`src/rtl/spi_cfg_pkg.sv`:
```
package spi_cfg_pkg;
  typedef enum logic {
    PH_CMD  = 1'b0,
    PH_DATA = 1'b1
  } phase_t;

  localparam int HIB_BIT = 5;
  localparam int EN1_BIT = 0;
  localparam int EN2_BIT = 4;
  localparam int DRV1_LSB = 1;
  localparam int DRV2_LSB = 5;
  localparam int DRV_W = 3;
endpackage

```
`src/rtl/spi_cfg_sync.sv`:
```
module spi_cfg_sync #(
  parameter int STAGES = 2
) (
  input  logic clk,
  input  logic rst,
  input  logic sclk,
  input  logic cs_n,
  input  logic mosi,
  output logic sclk_rise,
  output logic sclk_fall,
  output logic cs_idle,
  output logic mosi_s
);
  logic [STAGES-1:0] sclk_p;
  logic [STAGES-1:0] cs_p;
  logic [STAGES-1:0] mosi_p;
  logic              sclk_d;

  always_ff @(posedge clk) begin
    if (rst) begin
      sclk_p <= '0;
      cs_p   <= '1;
      mosi_p <= '0;
      sclk_d <= 1'b0;
    end else begin
      sclk_p <= {sclk_p[STAGES-2:0], sclk};
      cs_p   <= {cs_p[STAGES-2:0], cs_n};
      mosi_p <= {mosi_p[STAGES-2:0], mosi};
      sclk_d <= sclk_p[STAGES-1];
    end
  end

  assign sclk_rise = sclk_p[STAGES-1] & ~sclk_d;
  assign sclk_fall = ~sclk_p[STAGES-1] & sclk_d;
  assign cs_idle   = cs_p[STAGES-1];
  assign mosi_s    = mosi_p[STAGES-1];
endmodule

```
`src/rtl/spi_cfg_frame.sv`:
```
module spi_cfg_frame
  import spi_cfg_pkg::*;
#(
  parameter int ADDR_W = 7,
  parameter int DATA_W = 8
) (
  input  logic              clk,
  input  logic              rst,
  input  logic              sclk_rise,
  input  logic              sclk_fall,
  input  logic              cs_idle,
  input  logic              mosi_s,
  input  logic [DATA_W-1:0] rd_data,
  output logic [ADDR_W-1:0] cur_addr,
  output logic              wr_en,
  output logic [ADDR_W-1:0] wr_addr,
  output logic [DATA_W-1:0] wr_data,
  output logic              byte_done,
  output logic              in_data,
  output logic              miso
);
  localparam int CNT_W = $clog2(DATA_W);
  localparam logic [CNT_W-1:0] LAST_BIT = CNT_W'(DATA_W - 1);

  phase_t            phase;
  logic              rnw;
  logic [CNT_W-1:0]  bit_cnt;
  logic [DATA_W-1:0] shin;
  logic [DATA_W-1:0] shin_nxt;
  logic [DATA_W-1:0] shout;
  logic              load_pend;

  assign shin_nxt = {shin[DATA_W-2:0], mosi_s};
  assign in_data  = (phase == PH_DATA);

  always_ff @(posedge clk) begin
    wr_en     <= 1'b0;
    byte_done <= 1'b0;
    if (rst) begin
      phase     <= PH_CMD;
      rnw       <= 1'b0;
      bit_cnt   <= '0;
      shin      <= '0;
      shout     <= '0;
      miso      <= 1'b0;
      load_pend <= 1'b0;
      cur_addr  <= '0;
      wr_addr   <= '0;
      wr_data   <= '0;
    end else if (cs_idle) begin
      phase     <= PH_CMD;
      bit_cnt   <= '0;
      shout     <= '0;
      miso      <= 1'b0;
      load_pend <= 1'b0;
    end else begin
      if (sclk_rise) begin
        shin <= shin_nxt;
        if (bit_cnt == LAST_BIT) begin
          bit_cnt   <= '0;
          byte_done <= 1'b1;
          load_pend <= 1'b1;
          if (phase == PH_CMD) begin
            cur_addr <= shin_nxt[DATA_W-1 -: ADDR_W];
            rnw      <= shin_nxt[0];
            phase    <= PH_DATA;
          end else begin
            if (!rnw) begin
              wr_en   <= 1'b1;
              wr_addr <= cur_addr;
              wr_data <= shin_nxt;
            end
            cur_addr <= cur_addr + 1'b1;
          end
        end else begin
          bit_cnt <= bit_cnt + 1'b1;
        end
      end
      if (sclk_fall) begin
        if (load_pend) begin
          load_pend <= 1'b0;
          if (phase == PH_DATA && rnw) begin
            miso  <= rd_data[DATA_W-1];
            shout <= rd_data << 1;
          end else begin
            miso  <= 1'b0;
            shout <= '0;
          end
        end else begin
          miso  <= shout[DATA_W-1];
          shout <= shout << 1;
        end
      end
    end
  end
endmodule

```
`src/rtl/spi_cfg_regfile.sv`:
```
module spi_cfg_regfile #(
  parameter int ADDR_W = 7,
  parameter int DATA_W = 8,
  parameter int BASE = 'h10,
  parameter int COUNT = 8,
  parameter logic [COUNT*DATA_W-1:0] RESET_VEC = '0
) (
  input  logic                    clk,
  input  logic                    rst,
  input  logic                    wr_en,
  input  logic [ADDR_W-1:0]       wr_addr,
  input  logic [DATA_W-1:0]       wr_data,
  input  logic [ADDR_W-1:0]       rd_addr,
  output logic [DATA_W-1:0]       rd_data,
  output logic [COUNT*DATA_W-1:0] regs_flat
);
  logic [DATA_W-1:0] regs [COUNT];

  for (genvar i = 0; i < COUNT; i++) begin : g_reg
    localparam logic [ADDR_W-1:0] MY_ADDR = ADDR_W'(BASE + i);
    always_ff @(posedge clk) begin
      if (rst) begin
        regs[i] <= RESET_VEC[i*DATA_W +: DATA_W];
      end else if (wr_en && wr_addr == MY_ADDR) begin
        regs[i] <= wr_data;
      end
    end
    assign regs_flat[i*DATA_W +: DATA_W] = regs[i];
  end

  always_comb begin
    rd_data = '0;
    for (int i = 0; i < COUNT; i++) begin
      if (rd_addr == ADDR_W'(BASE + i)) rd_data = regs[i];
    end
  end
endmodule

```
`src/rtl/spi_cfg_target.sv`:
```
module spi_cfg_target
  import spi_cfg_pkg::*;
#(
  parameter int ADDR_W = 7,
  parameter int DATA_W = 8,
  parameter int REG_BASE = 'h10,
  parameter int REG_COUNT = 8,
  parameter int SYNC_STAGES = 2,
  parameter logic [REG_COUNT*DATA_W-1:0] RESET_VEC = 64'h0000_0000_0000_FF00
) (
  input  logic                        clk,
  input  logic                        rst,
  input  logic                        spi_sclk,
  input  logic                        spi_cs_n,
  input  logic                        spi_mosi,
  output logic                        spi_miso,
  output logic                        spi_miso_oe,
  output logic [REG_COUNT*DATA_W-1:0] cfg_regs,
  output logic                        hibernate,
  output logic                        out1_en,
  output logic [DRV_W-1:0]            out1_drive,
  output logic                        out2_en,
  output logic [DRV_W-1:0]            out2_drive
);
  localparam int PWR_IDX = 'h10 - REG_BASE;
  localparam int CTL_IDX = 'h11 - REG_BASE;
  localparam int PWR_LSB = PWR_IDX * DATA_W;
  localparam int CTL_LSB = CTL_IDX * DATA_W;

  logic              sclk_rise, sclk_fall, cs_idle, mosi_s;
  logic [ADDR_W-1:0] cur_addr, wr_addr;
  logic [DATA_W-1:0] wr_data, rd_data;
  logic              wr_en, byte_done, in_data, miso_q;

  spi_cfg_sync #(.STAGES(SYNC_STAGES)) i_sync (
    .clk(clk), .rst(rst), .sclk(spi_sclk), .cs_n(spi_cs_n), .mosi(spi_mosi),
    .sclk_rise(sclk_rise), .sclk_fall(sclk_fall), .cs_idle(cs_idle), .mosi_s(mosi_s)
  );

  spi_cfg_frame #(.ADDR_W(ADDR_W), .DATA_W(DATA_W)) i_frame (
    .clk(clk), .rst(rst), .sclk_rise(sclk_rise), .sclk_fall(sclk_fall),
    .cs_idle(cs_idle), .mosi_s(mosi_s), .rd_data(rd_data), .cur_addr(cur_addr),
    .wr_en(wr_en), .wr_addr(wr_addr), .wr_data(wr_data), .byte_done(byte_done),
    .in_data(in_data), .miso(miso_q)
  );

  spi_cfg_regfile #(
    .ADDR_W(ADDR_W), .DATA_W(DATA_W), .BASE(REG_BASE), .COUNT(REG_COUNT),
    .RESET_VEC(RESET_VEC)
  ) i_regs (
    .clk(clk), .rst(rst), .wr_en(wr_en), .wr_addr(wr_addr), .wr_data(wr_data),
    .rd_addr(cur_addr), .rd_data(rd_data), .regs_flat(cfg_regs)
  );

  always_ff @(posedge clk) begin
    if (rst) begin
      hibernate  <= 1'b0;
      out1_en    <= 1'b0;
      out1_drive <= '0;
      out2_en    <= 1'b0;
      out2_drive <= '0;
    end else begin
      hibernate  <= cfg_regs[PWR_LSB + HIB_BIT];
      out1_en    <= cfg_regs[CTL_LSB + EN1_BIT];
      out1_drive <= cfg_regs[CTL_LSB + DRV1_LSB +: DRV_W];
      out2_en    <= cfg_regs[CTL_LSB + EN2_BIT];
      out2_drive <= cfg_regs[CTL_LSB + DRV2_LSB +: DRV_W];
    end
  end

  assign spi_miso    = miso_q;
  assign spi_miso_oe = ~spi_cs_n;
endmodule

```
`config.mk`:
```
export PLATFORM = sky130hd
export DESIGN_NAME = spi_cfg_target
export DESIGN_NICKNAME = d
export VERILOG_FILES = /design/src/rtl/spi_cfg_pkg.sv /design/src/rtl/spi_cfg_sync.sv /design/src/rtl/spi_cfg_frame.sv /design/src/rtl/spi_cfg_regfile.sv /design/src/rtl/spi_cfg_target.sv
export SDC_FILE = /design/constraint.sdc
export NUM_CORES = 1
export LEC_CHECK = 0
export ABC_AREA = 1
export CAP_MARGIN = 25
export CORE_ASPECT_RATIO = 0.5
export CORE_MARGIN = 2
export CORE_UTILIZATION = 40
export CTS_BUF_LIST = sky130_fd_sc_hd__clkbuf_4 sky130_fd_sc_hd__clkbuf_8 sky130_fd_sc_hd__clkbuf_16
export CTS_CLUSTER_DIAMETER = 50
export DETAILED_ROUTE_END_ITERATION = 10
export PLACE_DENSITY_LB_ADDON = 0.15
export SLEW_MARGIN = 10
export SYNTH_ARGS = -nofsm -noshare
export SYNTH_HDL_FRONTEND = slang
export SYNTH_SLANG_ARGS = --single-unit
export TNS_END_PERCENT = 1
```
`constraint.sdc`:
```
create_clock -name clk -period 4.2 [get_ports clk]
set_clock_uncertainty 0.05 [all_clocks]
set_input_delay 0.84 -clock clk [delete_from_list [all_inputs] [get_ports clk]]
set_output_delay 0.84 -clock clk [all_outputs]
set_load 0.05 [all_outputs]
```
==> metrics.txt, run 1 <==
worst hold slack=approximately 0.35 ns; WL final=between 10 and 15 mm; starting density of the core=41.8%; DR DRC count=0; vias in the first global route=between 3000 and 4000; routability cong.=slightly below 0.8; YS warnings=0; worst skew pair latency=a little over 0.4 ns; layout cell share with drive strength beyond 1=roughly 9%; cts bufs inserted=17; multiplexer share of the synthesized area=0%; first-pass GRT wire length=between 20 and 25 mm; largest net degree at the start of global routing=32; startpoint types=primary input; Final Max Slew Viols=0; via count=roughly 4400; post-synthesis xor/xnor area fraction=less than 1%; Ports=80; CP max stage cell=clkdlybuf4s50_1; R2R depth=9; Synth area leader=edfxtp_1; Worst R2R Start=i_sync.sclk_p[1]; die area=about 14000 sq um; CTS tree=yes; # clock sinks=approximately 120; # fillers=1169; CP Class=primary input to output pin; Arr. time, crit path=2.09 ns; hold buffers post-CTS=0; post-synthesis adder-cell area fraction=1.39%; Via density=roughly 5.1; Hold Path Depth=2; Buf+Inv Stages, Crit Path=3; minimum clock period=roughly 3 ns; RSZ-0062 raised after global routing=false; most frequent cells in the layout=nor2_1 (113), nand2_1 (112), clkdlybuf4s50_1 (79); Layout Nets=700; # H-tree levels=4; outcome=finished clean; post-CTS setup buffers=0; Cell Pwr Density=between 400 and 500 nW/um^2; DRT Pass-1 Iters=5; Worst Max-Slew Pin Slew=roughly 0.88 ns; Critical path origin=spi_cs_n; GRT Resource Usage Total=between 20% and 30%; Rows=29; Compound-Gate Fraction of Synth Area=between 10% and 20%; most common cell after layout, fill and taps aside=nor2_1; DRT antenna net count=0; final worst-path cycle share=a little under three quarters; Gate Count Post-Synth=approximately 600; # diodes=0; cells along the critical path=clkdlybuf4s50_1 > inv_1 > clkdlybuf4s50_1; Synth Register Bits=roughly 120; Detailed Route Iter0 Violations=roughly 310; initial antenna violation count=0; Peak Freq=about 0.34 GHz; Fin Setup TNS=0 ns; Port Buf Inserts=~80; Max VDD drop=around 0.00022 V; worst path required time=approximately 3.3 ns; post-synth cell types=38; Routed wire per std cell=16.3 um; Max stage delay on crit path=~0.80 ns; syn_nets=612; Static Leak=2.67 nW; endpoints failing setup=0; Die Y-Extent=around 86 um; Async S/R FF share, synth=0%; core area=roughly 13000 sq um; Syn Area/Cell=8.98 sq um; post-synthesis sequential area ratio=between 50% and 60%; prevailing post-synth register cell=edfxtp_1; Worst Hold Class=register to register; top post-synthesis cells by area=edfxtp_1 (36%), dfxtp_1 (22%), nor2_1 (7.9%); Root Buffer=clkbuf_16; Clk pin slew, worst setup/hold paths=~0.050 ns; Cell Area, Synth=5400 sq um; Layout area overhead=28.2%; CP endpoint kind=output pin; PostCTS Resize Cnt=0; maximum clock path buffer count=2; die width=about 170 um; post-DP HPWL=9.94 mm; worst hold endpoint=i_sync.mosi_p[1]; Final Hold Fails=0; largest family of logic cells by synthesized area=simple AND/OR/NAND/NOR gates; Top Family by Delay on Critical Path=buffers and inverters; Max Cap Viol=0; r2r endpoint=i_frame.wr_addr[0]; Yosys top cell area share=35.6%; CP Max Fanout=2; total global routing overflow=0; R2R Setup Slk=roughly 1.9 ns; Simple-Gate Fraction of Synth Area=between 20% and 30%; Slew HR=roughly two fifths; hold path start=i_sync.mosi_p[0]; EDFF count, synth=64; cell mode on critical path=clkdlybuf4s50_1
## metrics by stage
step                total power, W  setup WS (ns)  utilization [%]  instance area [sq um]  instances
finish                     0.00296           1.22             53.6                   6920        872
global route               0.00303           1.18             53.6                   6920        872
CTS                        0.00296           1.21             53.6                   6920        872
detailed placement         0.00157           1.10             49.2                   6350        840
global placement           0.00157           1.14             49.2                   6350        840
floorplan                  0.00149           2.02                -                   5400        601
## worst reg2reg max path, stage by stage (launching register included)
cell	delay, ns
dfxtp_1	0.33
inv_1	0.07
nor2_4	0.12
inv_2	0.09
nor2_8	0.16
nand2_4	0.13
nor2_8	0.18
nand2_1	0.54
o21ai_0	0.43
a21oi_1	0.07
## per-layer routing
| metal | track usage (%) | up-vias | part of all wire (%) | wire (um) |
|---|---|---|---|---|
| li1 | - | 2167 | - | - |
| met1 | 29.4 | 2095 | 50 | 7040 |
| met2 | 29.7 | 167 | 43 | 6040 |
| met3 | 4.48 | 12 | 6.9 | 982 |
| met4 | 6.03 | 0 | 0.96 | 136 |
| met5 | 0 | - | 0 | 0 |
## worst max-delay path by stage
stage	endpoint	slack, ns	cells after the start
6_report	spi_miso_oe	1.22	3
5_1_grt	spi_miso_oe	1.18	3
4_1_cts	spi_miso_oe	1.21	3
3_5_place_dp	i_regs.regs[0][28]	1.10	4
3_3_place_gp	i_regs.regs[0][10]	1.14	3
2_1_floorplan	i_regs.regs[0][0]	2.02	4
## report_power, final
part	total [W]	internal [W]	switching, W
clock network	0.00141	0.000889	0.000519
registers	0.00133	0.00131	0.0000213
logic	0.000220	0.0000625	0.000157
## final cells by class
cell class | instances | area, sq um | area share (%)
Multi-Input combinational cell | 401 | 1970 | 28.5
Sequential cell | 124 | 3120 | 45.1
Clock inverter | 7 | 62.6 | 0.904
Clock buffer | 25 | 504 | 7.29
Tap cell | 170 | 213 | 3.07
Inverter | 64 | 240 | 3.47
Timing Repair Buffer | 81 | 806 | 11.6
## cells by family (layout without fill, tap and decap cells)
family | Yosys count | after routing
fa+ha+maj | 6 | 6
compound gates | 109 | 109
xor+xnor | 4 | 4
buf+inv | 76 | 177
simple gates | 282 | 282
flops | 124 | 124
## state kept, by name (all words and copies together), names as in the netlist, 3 cells and up
register,flops
out1_drive,3
i_frame.shout,7
i_frame.bit_cnt,3
i_frame.wr_data,8
i_regs.regs,64
i_frame.cur_addr,7
out2_drive,3
i_frame.wr_addr,7
i_frame.shin,7
## Yosys cell counts, types with 2 or more instances
cell	instances
a31oi_1	4
nor3_2	2
or2_0	8
buf_6	2
dfxtp_1	60
a21oi_1	62
nor3_1	2
a21oi_2	7
buf_2	3
nand3_1	28
o21ai_0	30
o22ai_1	2
clkinv_1	9
nor2_4	4
inv_1	50
nand2_1	112
clkbuf_1	6
edfxtp_1	64
inv_2	5
ha_1	6
xor2_1	4
nor2_2	2
nor2_8	2
nor2_1	113
(Power assumes the default switching activity.)
==> run 2, diff against run 1 <==
clock period = 2.6 ns   (was 4.2 ns; I/O delays follow)
==> metrics.txt, run 2 (synthesis gave the netlist of run 1 again) <==
Arr. time, crit path=1.64 ns; starting density of the core=about two fifths; core area=12900 sq um; met2 usage=a little under a third; initial antenna violation count=0; DR DRC count=0; CP max stage cell=clkdlybuf4s50_1; Top Family by Delay on Critical Path=buffers and inverters; layout cell share with drive strength beyond 1=between 10% and 20%; # H-tree levels=4; cts bufs inserted=17; Max VDD drop=0.000464 V; cells along the critical path=clkdlybuf4s50_1; Ports=80; startpoint types=register; CP Max Fanout=3; Cell Pwr Density=about 700 nW/um^2; hold buffers post-CTS=0; routability cong.=~0.91; post-DP HPWL=roughly 11 mm; Via density=approximately 5.1; Worst Max-Slew Pin Slew=between 0.6 and 0.7 ns; Overall Power=0.00493 W; outcome=finished clean; Max Cap Viol=0; Port Buf Inserts=79; Buf+Inv Stages, Crit Path=1; DRT Pass-1 Iters=5; CTS tree=yes; RSZ-0062 raised after global routing=false; Rows=29; met3 Track Usage GR=~5.5%; total global routing overflow=0; Clk pin slew, worst setup/hold paths=about 0.06 ns; most common cell after layout, fill and taps aside=nor2_1; Max stage delay on crit path=roughly 0.82 ns; GRT Resource Usage Total=between 20% and 30%; multi-input gate area in the final layout=a little under 2000 sq um; Largest register FFs=64; post-CTS setup buffers=0; Layout Nets=709; # clock sinks=~120; Peak Freq=0.453 GHz; # fillers=about 1200; worst skew pair latency=roughly 0.42 ns; Detailed Route Iter0 Violations=390; Worst Hold Class=register to register; PostCTS Resize Cnt=0; minimum clock period=between 2 and 2.5 ns; GR Util met1=between 30% and 40%; WL final=14.7 mm; # diodes=0; first-pass GRT wire length=approximately 23 mm; CP Class=register to output pin; endpoints failing setup=0; vias in the first global route=4077; Static Leak=around 2.7 nW; worst path required time=2.03 ns; Die Y-Extent=approximately 86 um; DRT antenna net count=0; maximum clock path buffer count=2; die width=168 um; via count=4456; Layout area overhead=30.1%; final worst-path cycle share=a little over four fifths; largest registers=i_regs.regs x64, i_frame.wr_data x8; CP endpoint kind=output pin; Root Buffer=clkbuf_16; most flop-heavy register=i_regs.regs; Final Hold Fails=0; largest net degree at the start of global routing=21; die area=around 14000 sq um; Routed wire per std cell=approximately 17 um; Register Area=approximately 3100 sq um; Final Max Slew Viols=0; most frequent cells in the layout=nor2_1 (113), nand2_1 (112), clkdlybuf4s50_1 (78); GR peak layer=met1; Fin Setup TNS=0 ns; Slew HR=between 50 and 60%
## run 2: cell count changes in the layout (fill, tap and decap cells not counted), sizes merged
cell	change
buf	+10
clkbuf	-7
bufinv	+2
clkinv	+2
clkinvlp	+2
clkdlybuf4s50	-1
inv	+1
## run 2: stage by stage
step | hold slack [ns] | instances | worst slack [ns] | instance area [sq um] | util, %
6_report | 0.348 | 881 | 0.393 | 7020 | 54.4
3_3_place_gp | 0.342 | 849 | 0.557 | 6420 | 49.7
5_1_grt | 0.370 | 881 | 0.349 | 7020 | 54.4
3_5_place_dp | 0.349 | 849 | 0.545 | 6420 | 49.7
2_1_floorplan | 0.338 | 601 | 0.735 | 5400 | -
4_1_cts | 0.356 | 881 | 0.382 | 7020 | 54.4
## run 2: routing by layer
layer / vias up / part of all wire, %
met5: - / 0
met4: 0 / 0.80
met3: 11 / 8.5
met2: 178 / 42
met1: 2087 / 49
li1: 2180 / -
## run 2: final cells by class
type,count,share of cell area (%)
Tap cell,170,3.03
Timing Repair Buffer,90,12.4
Clock inverter,14,2.42
Multi-Input combinational cell,401,28.1
Clock buffer,18,6.17
Inverter,64,3.42
Sequential cell,124,44.5
## run 2: worst paths after layout
path                                          start               end  slack, ns  cells after the start
worst max-delay path              i_regs.regs[0][5]       cfg_regs[5]       0.39                      1
worst min-delay path               i_sync.mosi_p[0]  i_sync.mosi_p[1]       0.35                      2
worst max register to register  i_frame.cur_addr[1]  i_frame.shout[2]       0.57                     11
worst min register to register     i_sync.mosi_p[0]  i_sync.mosi_p[1]       0.35                      2
## run 2: report_power, final
group / internal [W] / switching [W]
Clock: 0.00152 / 0.000901
Sequential: 0.00211 / 0.0000360
Combinational: 0.000103 / 0.000257
Total: 0.00373 / 0.00119
==> run 3, diff against run 2 <==
clock period = 2.2 ns   (was 2.6 ns; I/O delays follow)
==> metrics.txt, run 3 (synthesis gave the netlist of run 1 again) <==
outcome=finished clean; Fin Setup TNS=0 ns; Final Hold Fails=0; Layout Nets=a little over 700; Max VDD drop=around 0.00055 V; Port Buf Inserts=79; DRT Pass-1 Iters=5; maximum clock path buffer count=2; Place WS=between 0.2 and 0.25 ns; vias in the first global route=~4000; CP Class=register to output pin; most frequent cells in the layout=nor2_1 (113), nand2_1 (112), clkdlybuf4s50_1 (78); first-pass GRT wire length=about 23 mm; die area=around 14000 sq um; setup ws final=around 0.060 ns; Final Max Slew Viols=0; endpoints failing setup=0; CP max stage cell=clkdlybuf4s50_1; worst path required time=around 1.7 ns; PostCTS Resize Cnt=0; Register Area=around 3100 sq um; Clk pin slew, worst setup/hold paths=approximately 0.060 ns; DR DRC count=0; starting density of the core=approximately two fifths; worst skew pair latency=between 0.4 and 0.5 ns; DRT antenna net count=0; CP endpoint kind=output pin; Peak Freq=around 0.47 GHz; cts bufs inserted=17; core area=roughly 13000 sq um; initial antenna violation count=0; largest net degree at the start of global routing=38; multi-input gate area in the final layout=1970 sq um; most flop-heavy register=i_regs.regs; Via density=5.04; Static Leak=about 2.7 nW; Routed wire per std cell=between 15 and 20 um; minimum clock period=about 2.1 ns; die width=168 um; post-CTS setup buffers=0; Root Buffer=clkbuf_16; Max Cap Viol=0; # diodes=0; Arr. time, crit path=between 1.5 and 2 ns; Max stage delay on crit path=0.83 ns; most common cell after layout, fill and taps aside=nor2_1; Ports=80; Die Y-Extent=approximately 86 um; Detailed Route Iter0 Violations=517; Worst Hold Class=register to register; Top Family by Delay on Critical Path=buffers and inverters; Cell Pwr Density=about 810 nW/um^2; post-DP HPWL=slightly above 10 mm; RSZ-0062 raised after global routing=false; Largest register FFs=between 60 and 70; startpoint types=register; layout cell share with drive strength beyond 1=about a tenth; largest registers=i_regs.regs x64, i_frame.wr_data x8; Worst Max-Slew Pin Slew=0.613 ns; routability cong.=just over 0.8; Overall Power=0.00569 W; # clock sinks=124; GRT Resource Usage Total=around a fifth; total global routing overflow=0; hold buffers post-CTS=0; cells along the critical path=clkdlybuf4s50_1; Layout area overhead=30.6%; Buf+Inv Stages, Crit Path=1; # fillers=around 1200; Rows=29; CTS tree=yes; Slew HR=58.8%; via count=4462; final worst-path cycle share=between 90% and 100%; # H-tree levels=4; CP Max Fanout=2; WL final=about 15 mm
run 3: cell types whose count changed in the layout (fill, tap and decap cells not counted), sizes merged:
cell,delta
clkbuf,+6
buf,+4
bufinv,-2
clkinvlp,-2
inv,-2
run 3: final timing paths:
path | startpoint | endpoint | slack (ns) | depth (start not counted)
worst max register to register | i_frame.cur_addr[1] | i_frame.shout[3] | 0.19 | 11
worst min register to register | i_sync.sclk_p[0] | i_sync.sclk_p[1] | 0.35 | 2
worst max-delay path | i_regs.regs[0][31] | cfg_regs[31] | 0.06 | 1
worst min-delay path | i_sync.sclk_p[0] | i_sync.sclk_p[1] | 0.35 | 2
run 3: metal layers:
layer / up-vias / GRT usage, % / share of wire [%]
met4: 0 / 7.68 / 1.7
met5: - / 0 / 0
met2: 185 / 29.1 / 41
met1: 2065 / 32.0 / 50
met3: 24 / 4.48 / 7.2
li1: 2188 / - / -
run 3: final cells by class:
class	count	area share, %
clock inverter	8	0.905
timing repair buffer	94	13.1
inverter	64	3.41
multi-input combinational	401	28.0
clock buffer	24	7.29
tap	170	3.02
sequential	124	44.3
run 3: per-stage QoR:
step	hold WS [ns]	util (%)	area, sq um	std cells
6_report	0.349	54.6	7050	885
5_1_grt	0.366	54.6	7050	885
4_1_cts	0.356	54.6	7050	885
3_5_place_dp	0.348	50.1	6470	853
3_3_place_gp	0.343	50.1	6470	853
2_1_floorplan	0.338	-	5400	601
run 3: where the power goes:
part | switching [W] | internal [W] | leakage [nW]
logic | 0.000305 | 0.000126 | 1.38
registers | 0.0000444 | 0.00250 | 1.08
clock network | 0.000987 | 0.00173 | 0.288
